--- config.mk ---
export PLATFORM = sky130hd
export DESIGN_NAME = tdm_frame_rx
export DESIGN_NICKNAME = d
export VERILOG_FILES = /design/src/rtl/tdm_rx_pkg.sv /design/src/rtl/tdm_rx_framer.sv /design/src/rtl/tdm_rx_deser.sv /design/src/rtl/tdm_rx_unpack.sv /design/src/rtl/tdm_frame_rx.sv
export SDC_FILE = /design/constraint.sdc
export NUM_CORES = 1
export LEC_CHECK = 0
export BUFFER_PORTS_ARGS = -buffer_cell sky130_fd_sc_hd__buf_2
export CAP_MARGIN = 25
export CORE_MARGIN = 2
export CORE_UTILIZATION = 40
export DETAILED_ROUTE_END_ITERATION = 12
export GPL_TIMING_DRIVEN = 0
export HOLD_SLACK_MARGIN = 0.05
export PLACE_DENSITY = 0.7
export SYNTH_ARGS = -nofsm -noshare
export SYNTH_HDL_FRONTEND = slang
export SYNTH_SLANG_ARGS = --single-unit
--- constraint.sdc ---
create_clock -name bit_clk -period 4.6 [get_ports bit_clk]
set_input_delay 0.69 -clock bit_clk [delete_from_list [all_inputs] [get_ports bit_clk]]
set_output_delay 0.69 -clock bit_clk [all_outputs]
set_load 0.005 [all_outputs]
--- src/rtl/tdm_rx_pkg.sv ---
package tdm_rx_pkg;

  // Default frame geometry: one tag word followed by equal-width slots.
  localparam int unsigned TAG_W_DEF   = 16;
  localparam int unsigned SLOT_W_DEF  = 20;
  localparam int unsigned N_SLOTS_DEF = 12;

  function automatic int unsigned frame_len(input int unsigned tag_w,
                                            input int unsigned slot_w,
                                            input int unsigned n_slots);
    return tag_w + slot_w * n_slots;
  endfunction

endpackage

--- src/rtl/tdm_rx_framer.sv ---
// Tracks the bit position inside the frame from the sync line.
module tdm_rx_framer #(
  parameter int unsigned FRAME_BITS = 256
) (
  input  logic clk,
  input  logic rst,
  input  logic sync,
  output logic last_bit,
  output logic frame_err
);

  localparam int unsigned CNT_W = $clog2(FRAME_BITS);
  localparam logic [CNT_W-1:0] LAST_POS = CNT_W'(FRAME_BITS - 1);

  logic             sync_q;
  logic             locked;
  logic [CNT_W-1:0] pos;
  logic             sync_rise;
  logic             at_end;

  assign sync_rise = sync & ~sync_q;
  assign at_end    = (pos == LAST_POS);
  assign last_bit  = locked & at_end;

  always_ff @(negedge clk) begin
    if (rst) begin
      sync_q    <= 1'b0;
      locked    <= 1'b0;
      pos       <= '0;
      frame_err <= 1'b0;
    end else begin
      sync_q    <= sync;
      frame_err <= locked & sync_rise & ~at_end;
      if (sync_rise) begin
        pos    <= '0;
        locked <= 1'b1;
      end else if (locked) begin
        pos <= at_end ? '0 : pos + 1'b1;
      end
    end
  end

endmodule

--- src/rtl/tdm_rx_deser.sv ---
// Serial-to-parallel history of the last FRAME_BITS samples, oldest in the MSB.
module tdm_rx_deser #(
  parameter int unsigned FRAME_BITS = 256
) (
  input  logic                  clk,
  input  logic                  sdata,
  output logic [FRAME_BITS-1:0] frame
);

  logic [FRAME_BITS-2:0] hist;

  always_ff @(negedge clk) begin
    hist <= {hist[FRAME_BITS-3:0], sdata};
  end

  // Includes the bit being sampled at this edge as the LSB.
  assign frame = {hist, sdata};

endmodule

--- src/rtl/tdm_rx_unpack.sv ---
// Splits a captured frame into fields and holds them until the next commit.
module tdm_rx_unpack #(
  parameter int unsigned TAG_BITS  = 16,
  parameter int unsigned SLOT_BITS = 20,
  parameter int unsigned NUM_SLOTS = 12
) (
  input  logic                                                  clk,
  input  logic                                                  rst,
  input  logic                                                  commit,
  input  logic [tdm_rx_pkg::frame_len(TAG_BITS, SLOT_BITS, NUM_SLOTS)-1:0] frame,
  output logic [NUM_SLOTS*SLOT_BITS-1:0]                        slot_data,
  output logic [NUM_SLOTS-1:0]                                  slot_valid,
  output logic                                                  codec_ready,
  output logic                                                  gpio_irq,
  output logic                                                  frame_stb
);

  localparam int unsigned FRAME_BITS = tdm_rx_pkg::frame_len(TAG_BITS, SLOT_BITS, NUM_SLOTS);
  localparam int unsigned PAD_BITS   = TAG_BITS - NUM_SLOTS - 1;

  logic [NUM_SLOTS*SLOT_BITS-1:0] words_n;
  logic [NUM_SLOTS-1:0]           valid_n;

  // Frame position Fn sits at frame[FRAME_BITS-1-n].
  for (genvar k = 0; k < NUM_SLOTS; k++) begin : g_slot
    localparam int unsigned MSB = FRAME_BITS - 1 - TAG_BITS - SLOT_BITS * k;
    assign words_n[k*SLOT_BITS +: SLOT_BITS] = frame[MSB -: SLOT_BITS];
    assign valid_n[k] = frame[FRAME_BITS-2-k];
  end

  if (PAD_BITS > 0) begin : g_pad
    logic unused_tag_pad;
    assign unused_tag_pad = ^frame[FRAME_BITS-2-NUM_SLOTS -: PAD_BITS];
  end

  always_ff @(negedge clk) begin
    if (rst) begin
      slot_data   <= '0;
      slot_valid  <= '0;
      codec_ready <= 1'b0;
      gpio_irq    <= 1'b0;
      frame_stb   <= 1'b0;
    end else begin
      frame_stb <= commit;
      if (commit) begin
        slot_data   <= words_n;
        slot_valid  <= valid_n;
        codec_ready <= frame[FRAME_BITS-1];
        gpio_irq    <= frame[0];
      end
    end
  end

endmodule

--- src/rtl/tdm_frame_rx.sv ---
module tdm_frame_rx #(
  parameter int unsigned TAG_BITS  = tdm_rx_pkg::TAG_W_DEF,
  parameter int unsigned SLOT_BITS = tdm_rx_pkg::SLOT_W_DEF,
  parameter int unsigned NUM_SLOTS = tdm_rx_pkg::N_SLOTS_DEF
) (
  input  logic                           bit_clk,
  input  logic                           rst,
  input  logic                           sync,
  input  logic                           sdata,
  output logic [NUM_SLOTS*SLOT_BITS-1:0] slot_data,
  output logic [NUM_SLOTS-1:0]           slot_valid,
  output logic                           codec_ready,
  output logic                           gpio_irq,
  output logic                           frame_stb,
  output logic                           frame_err
);

  localparam int unsigned FRAME_BITS = tdm_rx_pkg::frame_len(TAG_BITS, SLOT_BITS, NUM_SLOTS);

  logic                  last_bit;
  logic [FRAME_BITS-1:0] frame;

  tdm_rx_framer #(
    .FRAME_BITS (FRAME_BITS)
  ) u_framer (
    .clk       (bit_clk),
    .rst       (rst),
    .sync      (sync),
    .last_bit  (last_bit),
    .frame_err (frame_err)
  );

  tdm_rx_deser #(
    .FRAME_BITS (FRAME_BITS)
  ) u_deser (
    .clk   (bit_clk),
    .sdata (sdata),
    .frame (frame)
  );

  tdm_rx_unpack #(
    .TAG_BITS  (TAG_BITS),
    .SLOT_BITS (SLOT_BITS),
    .NUM_SLOTS (NUM_SLOTS)
  ) u_unpack (
    .clk         (bit_clk),
    .rst         (rst),
    .commit      (last_bit),
    .frame       (frame),
    .slot_data   (slot_data),
    .slot_valid  (slot_valid),
    .codec_ready (codec_ready),
    .gpio_irq    (gpio_irq),
    .frame_stb   (frame_stb)
  );

endmodule

==> results.ini <==
[timing]
hold_viol=0
slew_headroom_pct=44.3
worstMarginPinSlew_ns=0.835
drv_slew=0
rsz0062_at_grt=no
finalClockSkew_ns=0.0268
final-setup-viol-count=0

[power]
irDropWorstVdd_mv=0.301
p_leak_nw=10.8
power_density_nw_per_um2=478

[layout]
finish.utilization_pct=54.2
drive_above_1_share_pct=16.5
nets=2248
final_cell_area_um2=22900
fillerInstances=3773
syn2layout_area_growth_pct=33.1

[synth]
synth_area_leaders=dfxtp_1 61%, nand2b_1 19%, mux2i_1 15%
synth-edff-count=0
ys_ff_latch=520
synth_ff_type=dfxtp_1
yosysMostFrequentCell=dfxtp_1
synth_cell_types=25
yosysWarnings=0
syn_nets=1415
yosysSeqAreaShare_pct=60.5
synth.largest_area_cell=dfxtp_1
synth_cells=1410
synth_commonest_cells=520 x dfxtp_1, 510 x nand2b_1, 254 x mux2i_1
avgSynthCellArea_um2=12.2
yosysTopAreaCellShare_pct=60.5
synth-async-reset-ratio_pct=0
syn_area_um2=17200

[global_route]
grt_pass1_wl_mm=62.3
grt_antenna_before_repair=1
grt_start_max_net_pins=14
gr-total-overflow=0
grt_pass1_vias=13800
grt_usage_pct=17.1

[worst_hold_path]
hold_class=reg2reg
hold_path_end=u_deser.hist[242]
holdPathStages=0
hp-start=u_deser.hist[241]

[worst_setup_path]
worstPathRequired_ns=2.79
worstReg2RegEnd=u_unpack.slot_data[8]
cp-end-kind=register
r2r_start=u_framer.pos[0]
r2r_setup_slack_ns=2.90
worst-setup-path-type=in2reg
cp.arrival_ns=2.44
r2r_cells=6
critPathMaxFanout=10
startpoint_type=primary input

[routing]
routed_wirelength_mm=38.0
dr_wl_met3_mm=2.48
postRouteAntennaNets=0
drt_iter0_markers=487
vias_per_cell=4.30
dr_wl_met2_mm=17.6
drtPass1Iterations=4
wl_per_cell_um=13.5
dr.max_layer_used=met4
wl_met1_mm=17.1
drc_errors=0
vias=12100

[floorplan]
io_pins=260
rows=75
die-height_um=211
core_area_um2=42200
floorplan.initialDensity_pct=40.7
chipWidth_um=211
fp.dieArea_um2=44700

[clocking]
cts_tree=done
holdBufCountCts=0
cts_buffers=54
clk_latency_ns=0.64
clockRootBuffer=clkbuf_16
h-tree-depth=2
clockBufferDepth=3
post_cts_resized=0
cts_num_sinks=520
post-cts-setup-buffers=0
path_clk_slew_ns=0.03

[run_status]
status=finished clean

[placed_design]
io_buffers=258
gp_congestion=0.764
dp_hpwl_mm=23.5
placed_area_um2=19200

[flow_run]
timing.max_cap.violations=0

-- layer usage --
layer / vias to the layer above / global-route usage [%]
met2: 264 / 26.0
met5: - / 0
met1: 5622 / 19.1
li1: 6191 / -
met4: 0 / 10.6
met3: 69 / 8.49
-- worst max-delay path: stages --
cell and delay [ns]:
clkbuf_1 0.42, clkbuf_1 0.69, clkbuf_1 0.40, nand2b_1 0.17, mux2i_1 0.06
-- stage by stage --
step / power, mW / std cells / setup WS (ns) / hold slack, ns / TNS (ns)
2_1_floorplan: 5.44 / 1410 / 0.671 / 0.310 / 0
3_3_place_gp: 5.48 / 2207 / -0.330 / 0.314 / -64.41
3_5_place_dp: 5.48 / 2207 / -0.349 / 0.312 / -64.20
4_1_cts: 11.2 / 2822 / 0.315 / 0.316 / 0
5_1_grt: 11.8 / 2822 / 0.207 / 0.326 / 0
6_report: 11.0 / 2823 / 0.354 / 0.317 / 0
-- cells by family (layout without fill, tap and decap cells) --
group           Yosys count  in the layout  synth area share (%)
other cells               0              1                     0
mux                     254            254                  14.8
flops                   520            520                  60.5
buf+inv                  89            962                  4.63
fa+ha+maj                 1              1                0.0727
xor+xnor                  3              3                 0.153
compound gates            8              8                 0.327
simple gates            535            535                  19.5
-- worst max path at each step --
stage	startpoint	to	slack, ns	depth (start not counted)
after floorplan	rst	u_unpack.slot_data[0]	0.67	5
final	rst	u_unpack.slot_data[219]	0.35	5
after CTS	rst	u_unpack.slot_data[158]	0.31	5
after detailed placement	rst	u_unpack.slot_data[158]	-0.35	5
after global routing	rst	u_unpack.slot_data[106]	0.21	5
after global placement	rst	u_unpack.slot_data[158]	-0.33	5
-- cell type report --
| class | count | area, um^2 | share of cell area (%) |
|---|---|---|---|
| tap | 539 | 674 | 2.94 |
| multi-input combinational | 801 | 6000 | 26.2 |
| clock buffer | 55 | 1380 | 6.01 |
| clock inverter | 561 | 2360 | 10.3 |
| antenna | 1 | 2.50 | 0.0109 |
| sequential | 520 | 10400 | 45.5 |
| inverter | 1 | 3.75 | 0.0164 |
| buffer | 87 | 790 | 3.45 |
| timing repair buffer | 258 | 1290 | 5.64 |
-- sequential cells by signal (all words and copies together) (netlist names) --
register              flops
u_framer.pos              8
u_unpack.frame_stb        1
u_deser.hist            255
u_framer.locked           1
u_framer.sync_q           1
u_framer.frame_err        1
u_unpack.slot_data      240
u_unpack.codec_ready      1
u_unpack.slot_valid      12
-- cell usage in the layout (no fill, tap or decap), types with 2 or more instances in the layout --
cell        instances
inv_6               3
o21ai_0             3
buf_12             28
nand2b_1          510
a21oi_1             2
nand4_4             2
bufinv_16           8
inv_4               4
inv_1             535
clkbuf_16          55
nor2b_1             3
mux2i_1           254
clkbuf_1           57
buf_4               2
buf_2             258
dfxtp_1           520
clkinvlp_2         11
nor3_1              4
nand2_1             4
nor2_1              7
xor2_1              2
-- where the power goes --
group / total, mW / internal, mW / switching, mW / leakage, nW
combinational: 0.157 / 0.0821 / 0.0750 / 2.95
clock: 6.21 / 3.22 / 2.99 / 3.67
sequential: 4.58 / 4.57 / 0.0135 / 4.21
Note: power is estimated with default switching activity, not from simulation.
